--- src/rtl/fast_pkg.sv ---
package fast_pkg;
    localparam int PIX_W_DEF  = 8;
    localparam int SIDE       = 7;
    localparam int NPIX       = SIDE * SIDE;
    localparam int RADIUS     = 3;
    localparam int CENTRE_IDX = RADIUS * SIDE + RADIUS;
    localparam int RING_N     = 16;
    localparam int RUN_DEF    = 12;

    typedef struct packed {
        logic [RING_N-1:0] hi;
        logic [RING_N-1:0] lo;
    } ring_cmp_t;

    // circle offsets, clockwise from top; returned as flat patch index
    function automatic int ring_index(input int k);
        int dx;
        int dy;
        case (k)
            0:  begin dx =  0; dy = -3; end
            1:  begin dx =  1; dy = -3; end
            2:  begin dx =  2; dy = -2; end
            3:  begin dx =  3; dy = -1; end
            4:  begin dx =  3; dy =  0; end
            5:  begin dx =  3; dy =  1; end
            6:  begin dx =  2; dy =  2; end
            7:  begin dx =  1; dy =  3; end
            8:  begin dx =  0; dy =  3; end
            9:  begin dx = -1; dy =  3; end
            10: begin dx = -2; dy =  2; end
            11: begin dx = -3; dy =  1; end
            12: begin dx = -3; dy =  0; end
            13: begin dx = -3; dy = -1; end
            14: begin dx = -2; dy = -2; end
            default: begin dx = -1; dy = -3; end
        endcase
        return (RADIUS + dy) * SIDE + (RADIUS + dx);
    endfunction
endpackage

--- src/rtl/fast_ring_cmp.sv ---
module fast_ring_cmp
    import fast_pkg::*;
#(
    parameter int PIX_W = PIX_W_DEF
) (
    input  logic [NPIX*PIX_W-1:0] patch,
    input  logic [PIX_W-1:0]      thresh,
    output ring_cmp_t             cmp
);
    localparam logic [PIX_W-1:0] PMAX = {PIX_W{1'b1}};

    logic [PIX_W-1:0] centre;
    logic [PIX_W:0]   up_sum;
    logic [PIX_W-1:0] hi_lim;
    logic [PIX_W-1:0] lo_lim;

    assign centre = patch[CENTRE_IDX*PIX_W +: PIX_W];

    always_comb begin
        up_sum = {1'b0, centre} + {1'b0, thresh};
        hi_lim = up_sum[PIX_W] ? PMAX : up_sum[PIX_W-1:0];
        lo_lim = (thresh > centre) ? '0 : (centre - thresh);
    end

    for (genvar k = 0; k < RING_N; k++) begin : g_ring
        localparam int IDX = ring_index(k);
        logic [PIX_W-1:0] pix;
        assign pix       = patch[IDX*PIX_W +: PIX_W];
        assign cmp.hi[k] = pix > hi_lim;
        assign cmp.lo[k] = pix < lo_lim;
    end
endmodule

--- src/rtl/fast_run_det.sv ---
module fast_run_det #(
    parameter int RING_N  = 16,
    parameter int RUN_LEN = 12
) (
    input  logic [RING_N-1:0] bits,
    output logic              hit
);
    logic [RING_N-1:0] match;

    for (genvar s = 0; s < RING_N; s++) begin : g_start
        logic [RUN_LEN-1:0] win;
        for (genvar j = 0; j < RUN_LEN; j++) begin : g_bit
            assign win[j] = bits[(s + j) % RING_N];
        end
        assign match[s] = &win;
    end

    assign hit = |match;
endmodule

--- src/rtl/fast_seg_detect.sv ---
module fast_seg_detect
    import fast_pkg::*;
#(
    parameter int PIX_W   = PIX_W_DEF,
    parameter int RUN_LEN = RUN_DEF
) (
    input  logic                  clk,
    input  logic                  rst,
    input  logic                  in_valid,
    input  logic [NPIX*PIX_W-1:0] patch,
    input  logic [PIX_W-1:0]      thresh,
    output logic                  corner_valid,
    output logic                  corner_flag
);
    ring_cmp_t         cmp;
    logic [RING_N-1:0] ring_hi;
    logic [RING_N-1:0] ring_lo;
    logic              hit_hi;
    logic              hit_lo;

    fast_ring_cmp #(.PIX_W(PIX_W)) cmp_i (
        .patch (patch),
        .thresh(thresh),
        .cmp   (cmp)
    );

    assign ring_hi = cmp.hi;
    assign ring_lo = cmp.lo;

    fast_run_det #(.RING_N(RING_N), .RUN_LEN(RUN_LEN)) run_hi_i (
        .bits(ring_hi),
        .hit (hit_hi)
    );

    fast_run_det #(.RING_N(RING_N), .RUN_LEN(RUN_LEN)) run_lo_i (
        .bits(ring_lo),
        .hit (hit_lo)
    );

    always_ff @(posedge clk) begin
        if (rst) begin
            corner_valid <= 1'b0;
            corner_flag  <= 1'b0;
        end else begin
            corner_valid <= in_valid;
            corner_flag  <= in_valid & (hit_hi | hit_lo);
        end
    end
endmodule

--- config.mk ---
export PLATFORM = sky130hd
export DESIGN_NAME = fast_seg_detect
export DESIGN_NICKNAME = d
export VERILOG_FILES = /design/src/rtl/fast_pkg.sv /design/src/rtl/fast_ring_cmp.sv /design/src/rtl/fast_run_det.sv /design/src/rtl/fast_seg_detect.sv
export SDC_FILE = /design/constraint.sdc
export NUM_CORES = 1
export LEC_CHECK = 0
export ABC_AREA = 1
export BUFFER_PORTS_ARGS = -buffer_cell sky130_fd_sc_hd__buf_2
export CORE_AREA = 5 5 153 155
export CTS_CLUSTER_DIAMETER = 80
export DETAILED_ROUTE_END_ITERATION = 16
export DIE_AREA = 0 0 158 160
export PLACE_DENSITY = 0.76
export SLEW_MARGIN = 10
export SYNTH_ARGS = -nofsm -noshare
export SYNTH_HDL_FRONTEND = slang
export SYNTH_SLANG_ARGS = --single-unit
--- constraint.sdc ---
create_clock -name clk -period 4.1 [get_ports clk]
set_input_delay 0.82 -clock clk [delete_from_list [all_inputs] [get_ports clk]]
set_output_delay 0.82 -clock clk [all_outputs]
set_load 0.01 [all_outputs]
======== Word level (Yosys, flattened, before mapping) ========
Index checks and enable logic that the tools add are counted.
operators by class
  $add $sub $neg .......................... 2
  $lt $le $gt $ge ......................... 33
  muxes and demuxes ....................... 2
  bitwise gates (word level) .............. 2
  reductions and logical operators ........ 34
operators with widths
  operator            count
  $reduce_and A12 Y1  32
  $gt A8 B8 Y1        17
  $lt A8 B8 Y1        16
  $reduce_or A16 Y1   2
  $mux W8             2
  $add A8 B8 Y9       1
  $sub A8 B8 Y8       1
  $and A1 B1 Y1       1
  $or A1 B1 Y1        1
storage, ports and cells
  bits in registers ....................... 2
  input port bits ......................... 403
  output and inout port bits .............. 2
  logic and storage cells ................. 75

======== Logic depth before layout (Yosys ltp) ========
Gate-level depths: netlist of the first run.
  depth after elaboration ................. 7
  mapped depth ............................ 29
  gate-level depth less buffers ........... 29

======== Modules after synthesis ========
A second synthesis of the first run with hierarchy kept.
unflattened totals
  cells, all modules ...................... 1120
  area, all modules ....................... 7133.1 µm²
modules (own cells, without submodules)
  module           instances  cells an instance  area each (µm²)  seq. area each (µm²)
  fast_ring_cmp    1          995                6566.3           0.0
  fast_run_det     2          59                 254.0            0.0
  fast_seg_detect  1          7                  58.8             40.0

======== Worst setup path after synthesis of the first run ========
Ideal clock, no wire load.
  path type ............................... in2reg
  start point ............................. in patch[192]
  end point ............................... reg corner_flag
  library setup time ...................... 64 ps
  arrival time ............................ 4309 ps
  data required time ...................... 4036 ps
  slack ................................... -273 ps
  stages .................................. 25
  buffers on the path ..................... 1
  path through ............................ ha_1 fa_1 nand2_1 nand2_1 nand2_1 nor2_2 nor2_8 buf_2 o21ai_0 a21oi_1 ha_1 nand2_1 nor2_1 and3_1 nand4_1 nand2_1 nor2_1 nand2_1 nor2_2 nand2_1 nand2_1 nor2_1 nand3_1 nor2_1 nor2_1
between the ends
  longest elaborated chain between the ends .. 7
  elaborated cells on any way between the ends .. 73
  those cells by class .................... add/sub: 2; order compare: 33; mux: 2; bitwise: 2; reduce/logical: 34
RTL lines
  what                                                 line                                      text
  start: declaration                                   fast_seg_detect.sv:10                     input logic [NPIX*PIX_W-1:0] patch,
  $add A8 B8 Y9 (tied with other cells)                fast_ring_cmp.sv:20                       up_sum = {1'b0, centre} + {1'b0, thresh};
  $mux W8 (on tied branches)                           fast_ring_cmp.sv:21, fast_ring_cmp.sv:22
  $gt A8 B8 Y1 / $lt A8 B8 Y1 (equally long branches)  fast_ring_cmp.sv:29, fast_ring_cmp.sv:30
  $reduce_and A12 Y1                                   fast_run_det.sv:15                        assign match[s] = &win;
  $reduce_or A16 Y1                                    fast_run_det.sv:18                        assign hit = |match;
  $or A1 B1 Y1 *                                       fast_seg_detect.sv:46                     corner_flag <= in_valid & (hit_hi | hit_lo);
  $and A1 B1 Y1 *                                      fast_seg_detect.sv:46
  end signal: assignment                               fast_seg_detect.sv:46
  end: declaration                                     fast_seg_detect.sv:13                     output logic corner_flag
Mark *: on every way between the ends. The rest lies on a longest branch, timed or not.
A chain may end at the register's enable or synchronous reset.

======== Worst setup path after layout of the first run ========
  start point ............................. in thresh[2]
  end point ............................... reg corner_flag
between the ends
  longest elaborated chain between the ends .. 7
  elaborated cells on any way between the ends .. 73
  those cells by class .................... add/sub: 2; order compare: 33; mux: 2; bitwise: 2; reduce/logical: 34
RTL lines
  what                                                 line                                      text
  start: declaration                                   fast_seg_detect.sv:11                     input logic [PIX_W-1:0] thresh,
  $add A8 B8 Y9 (tied with other cells)                fast_ring_cmp.sv:20
  $mux W8 (on tied branches)                           fast_ring_cmp.sv:21, fast_ring_cmp.sv:22
  $gt A8 B8 Y1 / $lt A8 B8 Y1 (equally long branches)  fast_ring_cmp.sv:29, fast_ring_cmp.sv:30
  $reduce_and A12 Y1                                   fast_run_det.sv:15
  $reduce_or A16 Y1                                    fast_run_det.sv:18
  $or A1 B1 Y1 *                                       fast_seg_detect.sv:46
  $and A1 B1 Y1 *                                      fast_seg_detect.sv:46
Marked as above.

==> impl_metrics.json, run 1 <==
{
  "crit_fanout": 7,
  "synth_area_per_cell_um2": 6.25,
  "worst_path_most_repeated_cell": "nand2_1",
  "setup_ws_ns": -0.0523,
  "path_class": "in2reg",
  "grt_first_pass_wirelength_um": 41700,
  "ys.flop_type": "dfxtp_1",
  "vdd_drop_max_v": 0.0000873,
  "drive_gt1_frac": 0.282,
  "io-pin-count": 405,
  "slew_headroom": 0.519,
  "hold_path_depth": 2,
  "wl_per_cell_um": 16.7,
  "yosys_warnings": 0,
  "grt.met3_usage": 0.0444,
  "cts_sinks": 2,
  "dr.pass1.iters": 6,
  "routed_wl_um": 27900,
  "synth_cell_types": 33,
  "clk_path_buf_depth": 2,
  "leakage_uw": 0.00555,
  "cts_tree": "yes",
  "crit_arrival_ns": 4.31,
  "min_period_ns": 4.15,
  "synth_cells": 1132,
  "synth_top_area_share": 0.425,
  "h-tree-depth": 1,
  "placed_area_um2": 8840,
  "drv_cap": 0,
  "synth_nets": 1777,
  "portBuffers": 148,
  "place.gp.congestion": 0.974,
  "finalNonFillerCells": 1668,
  "finalSetupViolCount": 1,
  "synth.most_common_cell": "nand2_1",
  "synth_edf_count": 0,
  "drv_slew": 0,
  "dp.cells": 1644,
  "synth.area.mux_share": 0,
  "num_vias": 8559,
  "worstMarginPinSlew_ns": 0.721,
  "grt_setup_unrepaired": "true",
  "cts_inserted_buffers": 3,
  "period_share": 1.01,
  "holdCritStartpoint": "rst",
  "antenna_left": 0,
  "nets": 2034,
  "hold_viol": 0,
  "cp-end-kind": "flip-flop",
  "clk_pin_slew_ns": 0.03,
  "postLayoutCoreUtil": 0.454,
  "synth-async-reset-ratio": 0,
  "fin_area_um2": 9840,
  "hp-class": "in2reg",
  "synth-simple-area-share": 0.342,
  "grt_util_met2": 0.340,
  "netlist_area_um2": 7070,
  "cpMaxStageDelayCell": "a221oi_4",
  "min_to": "corner_valid",
  "synth_compound_area_frac": 0.116,
  "overflow": 0,
  "failed_checks": "negative setup slack",
  "critical-path-max-stage-delay_ns": 0.31,
  "start_kind": "primary input",
  "use_met1": 0.265,
  "ys_seq_area_frac": 0.00566,
  "die_x_um": 158,
  "die_area_um2": 25300,
  "start_util": 0.326,
  "synthXorXnorAreaFrac": 0.00602,
  "num_rows": 54,
  "synth_top_cell_by_area": "ha_1",
  "cts.hold.buffers_added": 0,
  "fin_hold_ws_ns": 0.772,
  "cts_root_buf": "clkbuf_16",
  "die_h_um": 160,
  "syn_to_final_growth_pct": 39.1,
  "ys_ff_latch": 2,
  "antenna_found_initial": 7,
  "drt_first_iter_violations": 505,
  "critPathRequiredTime_ns": 4.26,
  "drc_errors": 0,
  "synth_top_family_by_area": "adder cells",
  "grt_pass1_vias": 8417,
  "vias_per_cell": 5.13,
  "fillers": 2091,
  "hpwl_um": 22200,
  "place_ws_ns": -0.677,
  "grt_use_total": 0.204,
  "status": "complete, but fails checks",
  "coreArea_um2": 21700,
  "fmax_ghz": 0.241,
  "synthTopCellsByArea": "ha_1, nand2_1, inv_1, nor2_1, nand4_1",
  "synth.top_cells.by_count": "nand2_1, ha_1, inv_1",
  "synthAdderAreaFrac": 0.430,
  "powerDensity_nw_per_um2": 235,
  "top_usage_layer": "met2",
  "grt_max_degree": 18
}
-- repair_timing --
| action | in CTS | in global routing |
|---|---|---|
| cloned | 0 | 1 |
| setup endpoints to repair | 1 | 1 |
| setup buffers | 8 | 11 |
| pin swaps | 47 | 53 |
| gates resized for setup | 84 | 85 |
-- power by group --
group          switching, uW  internal, uW  leakage, uW  total [uW]
Combinational           1230           922      0.00550        2150
Clock                   21.2           124    0.0000370         145
Sequential             0.110          20.2    0.0000164        20.3
-- final cells by class --
| class | count | area, um^2 | share of cell area |
|---|---|---|---|
| antenna | 1 | 2.50 | 0.000254 |
| clock buffer | 3 | 75.1 | 0.00763 |
| inverter | 173 | 654 | 0.0665 |
| multi-input combinational | 948 | 6960 | 0.707 |
| sequential | 2 | 40.0 | 0.00407 |
| tap | 280 | 350 | 0.0356 |
| timing repair buffer | 261 | 1760 | 0.179 |
-- critical path: cells and delay by family --
family	cells	cell delay, ns
adder cells (fa/ha/maj)	2	0.47
AO/OA/AOI/OAI	4	0.86
XOR/XNOR	1	0.18
buffers and inverters	8	0.83
AND/OR/NAND/NOR	14	1.16
-- sequential cells by signal (all words and copies together) (netlist names) --
name	cells
corner_flag	1
corner_valid	1
-- cell usage in the layout, fill, tap and decap left out, types with 7 or more instances in the layout --
master	instances
nand2_1	295
inv_1	165
nand2_2	26
ha_4	18
buf_4	90
a21oi_1	59
ha_1	221
nand2_4	11
nand4_1	54
buf_2	144
nor2_2	17
buf_6	16
o21bai_1	27
or2_2	7
nor2_4	11
nor2_1	91
nand3_1	47
a211oi_2	13
-- routing by layer --
metal  share of wire  vias up
met1            0.43     3823
met3           0.084       70
met2            0.46      338
met5          0.0025        -
li1                -     4316
met4           0.030       12
-- worst max-delay path by stage --
stage | cells after the start | start | slack (ns) | endpoint
after detailed placement | 26 | thresh[2] | -0.68 | corner_flag
after global placement | 26 | thresh[2] | -0.62 | corner_flag
after CTS | 29 | thresh[2] | -0.10 | corner_flag
final | 29 | thresh[2] | -0.05 | corner_flag
after floorplan | 23 | patch[192] | 0.008 | corner_flag
after global routing | 26 | patch[192] | -0.28 | corner_flag
-- logic make-up (layout without fill, tap and decap cells) --
logic type,after synthesis,after routing
compound gates,131,131
fa+ha+maj,242,242
simple gates,571,571
buf+inv,182,437
other cells,0,1
xor+xnor,4,4
flops,2,2
-- stage by stage --
| stage | setup TNS [ns] | total power, uW |
|---|---|---|
| 2_1_floorplan | 0 | 1140 |
| 3_3_place_gp | -0.619 | 1740 |
| 3_5_place_dp | -0.677 | 1810 |
| 4_1_cts | -0.105 | 2100 |
| 5_1_grt | -0.284 | 2580 |
| 6_report | -0.0523 | 2320 |
Power figures use the tool's default switching activity.
==> run 2: changes to the inputs <==
--- a/config.mk
+++ b/config.mk
@@ -12,6 +12,7 @@
 export DETAILED_ROUTE_END_ITERATION = 16
 export DIE_AREA = 0 0 158 160
 export PLACE_DENSITY = 0.76
+export SKIP_LAST_GASP = 1
 export SLEW_MARGIN = 10
 export SYNTH_ARGS = -nofsm -noshare
 export SYNTH_HDL_FRONTEND = slang
==> impl_metrics.json, run 2 (synthesized netlist as in run 1, its figures left out) <==
{
  "hold_viol": 0,
  "placed_area_um2": 8840,
  "vias_per_cell": 5.15,
  "worst_path_most_repeated_cell": "nand2_1",
  "drive_gt1_frac": 0.282,
  "drv_slew": 0,
  "path_class": "in2reg",
  "worstMarginPinSlew_ns": 0.728,
  "powerDensity_nw_per_um2": 235,
  "num_rows": 54,
  "cts.hold.buffers_added": 0,
  "p_clk_frac": 0.063,
  "grt_setup_unrepaired": "true",
  "routed_wl_um": 27900,
  "cp-end-kind": "flip-flop",
  "antenna_left": 0,
  "die_h_um": 160,
  "cts_sinks": 2,
  "final_common_cell": "nand2_1",
  "switchingPower_uw": 1250,
  "period_share": 1.02,
  "status": "complete, but fails checks",
  "cts_root_buf": "clkbuf_16",
  "finalSetupTns_ns": -0.0717,
  "multi_input_area_um2": 6950,
  "place.gp.congestion": 0.974,
  "antenna_found_initial": 7,
  "num_vias": 8598,
  "dr.pass1.iters": 5,
  "wl_per_cell_um": 16.7,
  "vdd_drop_max_v": 0.0000875,
  "cts_inserted_buffers": 3,
  "hold_path_depth": 2,
  "min_period_ns": 4.17,
  "crit_fanout": 5,
  "grt_max_degree": 18,
  "setup_ws_ns": -0.0717,
  "portBuffers": 148,
  "cpMaxStageDelayCell": "fa_1",
  "fillers": 2092,
  "drv_cap": 0,
  "critical-path-max-stage-delay_ns": 0.39,
  "clk_path_buf_depth": 2,
  "p_seq_frac": 0.009,
  "p_total_uw": 2310,
  "fmax_ghz": 0.240,
  "combPwrFrac": 0.929,
  "largest_registers": "corner_flag: 1 flops, corner_valid: 1 flops",
  "grt_use_total": 0.204,
  "hpwl_um": 22200,
  "leakage_uw": 0.00555,
  "critPathRequiredTime_ns": 4.21,
  "start_util": 0.326,
  "ff_latch_area_um2": 40.0,
  "io-pin-count": 405,
  "grt_pass1_vias": 8417,
  "clk_pin_slew_ns": 0.03,
  "finalSetupViolCount": 1,
  "p_sw_frac": 0.540,
  "finalNonFillerCells": 1669,
  "h-tree-depth": 1,
  "min_to": "corner_valid",
  "hp-class": "in2reg",
  "drt_first_iter_violations": 479,
  "nets": 2034,
  "die_area_um2": 25300,
  "cts_tree": "yes",
  "grt_first_pass_wirelength_um": 41600,
  "critPathLaunch": "patch[192]",
  "internal_power_uw": 1060,
  "holdCritStartpoint": "rst",
  "syn_to_final_growth_pct": 39.1,
  "start_kind": "primary input",
  "drc_errors": 0,
  "die_x_um": 158,
  "dp.cells": 1644,
  "slew_headroom": 0.514,
  "failed_checks": "negative setup slack",
  "fin_hold_ws_ns": 0.772,
  "fin_area_um2": 9840,
  "coreArea_um2": 21700,
  "overflow": 0,
  "crit_arrival_ns": 4.28,
  "layout_common_cells": "nand2_1, ha_1, inv_1, buf_2, nor2_1"
}
[run 2: cell count changes in the layout (fill, tap and decap cells not counted)]
cell | previous run | this run
diode_2 | 1 | 2
nand2_2 | 26 | 27
nand2_4 | 11 | 10
[run 2: area by class of cell]
class,instances,area share
Multi-Input combinational cell,948,0.707
Tap cell,280,0.0356
Antenna cell,2,0.000509
Timing Repair Buffer,261,0.179
Sequential cell,2,0.00407
Inverter,173,0.0665
Clock buffer,3,0.00763
[run 2: power by group through the flow]
stage / logic (uW) / registers (uW) / clock network, uW
after floorplan: 1120 / 20.8 / 0
after global routing: 2400 / 20.4 / 150
after global placement: 1720 / 20.5 / 0
final: 2150 / 20.3 / 145
after detailed placement: 1790 / 20.6 / 0
after CTS: 1930 / 20.3 / 148
[run 2: through the flow]
| step | util | worst slack (ns) |
|---|---|---|
| floorplan | - | 0.00752 |
| global placement | 0.408 | -0.619 |
| detailed placement | 0.408 | -0.677 |
| CTS | 0.430 | -0.105 |
| global route | 0.453 | -0.284 |
| finish | 0.454 | -0.0717 |
[run 2: worst max path at each step]
stage,to,slack [ns],cells after the start
after floorplan,corner_flag,0.008,23
after global placement,corner_flag,-0.62,26
after detailed placement,corner_flag,-0.68,26
after CTS,corner_flag,-0.10,29
after global routing,corner_flag,-0.28,26
final,corner_flag,-0.07,26
[run 2: repair_timing]
item / in CTS / in global routing
setup buffers: 8 / 11
endpoints found under the setup margin: 1 / 1
pin swaps: 47 / 53
resized for setup: 83 / 85
cloned: 0 / 1
[run 2: critical path, delay by kind of cell]
kind / cells / cell delay [ns]
compound gates: 2 / 0.25
fa+ha+maj: 3 / 0.88
buf+inv: 7 / 0.89
simple gates: 14 / 1.42
[run 2: routing by layer]
layer | global-route usage | wire length (um) | up-vias
met1 | 0.265 | 12000 | 3852
met3 | 0.0444 | 2280 | 76
met5 | 0 | 69 | -
met4 | 0.0554 | 877 | 12
met2 | 0.340 | 12700 | 337
li1 | - | - | 4321
==> run 3: changes to the inputs <==
--- a/config.mk
+++ b/config.mk
@@ -7,11 +7,11 @@
 export LEC_CHECK = 0
 export ABC_AREA = 1
 export BUFFER_PORTS_ARGS = -buffer_cell sky130_fd_sc_hd__buf_2
-export CORE_AREA = 5 5 153 155
+export CORE_AREA = 2 2 159 161
 export CTS_CLUSTER_DIAMETER = 80
 export DETAILED_ROUTE_END_ITERATION = 16
-export DIE_AREA = 0 0 158 160
-export PLACE_DENSITY = 0.76
+export DIE_AREA = 0 0 161 163
+export PLACE_DENSITY = 0.68
 export SKIP_LAST_GASP = 1
 export SLEW_MARGIN = 10
 export SYNTH_ARGS = -nofsm -noshare
==> constraint.sdc (replaced) <==
create_clock -name clk -period 4.05 [get_ports clk]
set_input_delay 0.81 -clock clk [delete_from_list [all_inputs] [get_ports clk]]
set_output_delay 0.81 -clock clk [all_outputs]
set_load 0.01 [all_outputs]
==> impl_metrics.json, run 3 (synthesized netlist as in run 1, its figures left out) <==
{
  "drc_errors": 0,
  "grt_use_total": 0.205,
  "critPathBufInv": 4,
  "nets": 2066,
  "syn_to_final_growth_pct": 46.5,
  "leakage_uw": 0.00576,
  "coreArea_um2": 24700,
  "start_util": 0.287,
  "crit_family": "simple AND/OR/NAND/NOR gates",
  "cpMaxStageDelayCell": "a221o_1",
  "drv_slew": 0,
  "place_ws_ns": -0.682,
  "layout_common_cells": "nand2_1, ha_1, inv_1, buf_2, buf_4",
  "slew_headroom": 0.510,
  "grt_first_pass_wirelength_um": 42600,
  "finalSetupViolCount": 1,
  "critPathRequiredTime_ns": 4.21,
  "cp-end-kind": "flip-flop",
  "grt_setup_unrepaired": "true",
  "drive_gt1_frac": 0.319,
  "crit_arrival_ns": 4.35,
  "antenna_found_initial": 8,
  "drt_first_iter_violations": 482,
  "dr.pass1.iters": 5,
  "die_h_um": 163,
  "postLayoutCoreUtil": 0.420,
  "num_rows": 58,
  "hp-class": "in2reg",
  "path_class": "in2reg",
  "vdd_drop_max_v": 0.000103,
  "holdCritStartpoint": "rst",
  "hold_viol": 0,
  "status": "complete, but fails checks",
  "num_vias": 8694,
  "clk_path_buf_depth": 2,
  "hpwl_um": 22500,
  "worstMarginPinSlew_ns": 0.735,
  "cts_root_buf": "clkbuf_16",
  "powerDensity_nw_per_um2": 240,
  "fmax_ghz": 0.239,
  "min_period_ns": 4.19,
  "place.gp.congestion": 0.942,
  "largest_registers": "corner_flag: 1 flops, corner_valid: 1 flops",
  "grt_pass1_vias": 8179,
  "grt_max_degree": 17,
  "overflow": 0,
  "antenna_left": 0,
  "h-tree-depth": 1,
  "wl_per_cell_um": 16.6,
  "vias_per_cell": 4.96,
  "portBuffers": 148,
  "io-pin-count": 405,
  "critPathLaunch": "patch[193]",
  "cts_sinks": 2,
  "routed_wl_um": 29100,
  "final_common_cell": "nand2_1",
  "start_kind": "primary input",
  "setup_ws_ns": -0.136,
  "die_area_um2": 26200,
  "crit_fanout": 4,
  "die_x_um": 161,
  "cts_tree": "yes",
  "failed_checks": "negative setup slack",
  "cts_inserted_buffers": 3,
  "period_share": 1.03,
  "drv_cap": 0,
  "clk_pin_slew_ns": 0.03,
  "critical-path-max-stage-delay_ns": 0.36
}
## run 3: final cells by class
class / instances / area [um^2]
fill: 2544 / 14300
tap: 330 / 413
sequential: 2 / 40.0
multi-input combinational: 948 / 7040
timing repair buffer: 293 / 2130
inverter: 173 / 652
antenna: 5 / 12.5
clock buffer: 3 / 75.1
## run 3: layer usage
layer | global-route usage | share of wire | up-vias
met4 | 0.0430 | 0.030 | 8
li1 | - | - | 4410
met2 | 0.355 | 0.46 | 276
met1 | 0.270 | 0.44 | 3944
met3 | 0.0318 | 0.069 | 56
met5 | 0 | 0.0016 | -
## run 3: worst paths after layout
path | endpoint | slack [ns] | cells past startpoint
worst max-delay path | corner_flag | -0.14 | 29
worst min-delay path | corner_valid | 0.75 | 2
## run 3: metrics by stage
stage	power, uW	TNS [ns]	instance area, um^2	cells	hold slack (ns)
6_report	2490	-0.136	10400	1754	0.754
5_1_grt	2750	-0.324	10300	1749	0.764
4_1_cts	2200	-0.0463	9610	1730	0.756
3_5_place_dp	1910	-0.682	9130	1711	0.986
3_3_place_gp	1840	-0.590	9130	1711	0.981
2_1_floorplan	1150	0	7100	1132	0.892
## run 3: repair_timing
item | in CTS | in global routing
resized for setup | 61 | 118
cloned | 0 | 3
buffers inserted | 16 | 17
setup endpoints to repair | 1 | 1
hold buffers | 0 | 0
pin swaps | 46 | 93
## run 3: report_power, final
group	internal (uW)	leakage, uW	switching, uW
Clock	126	0.0000370	25.7
Combinational	1030	0.00571	1290
Sequential	20.4	0.0000164	0.0940
Total	1180	0.00576	1310
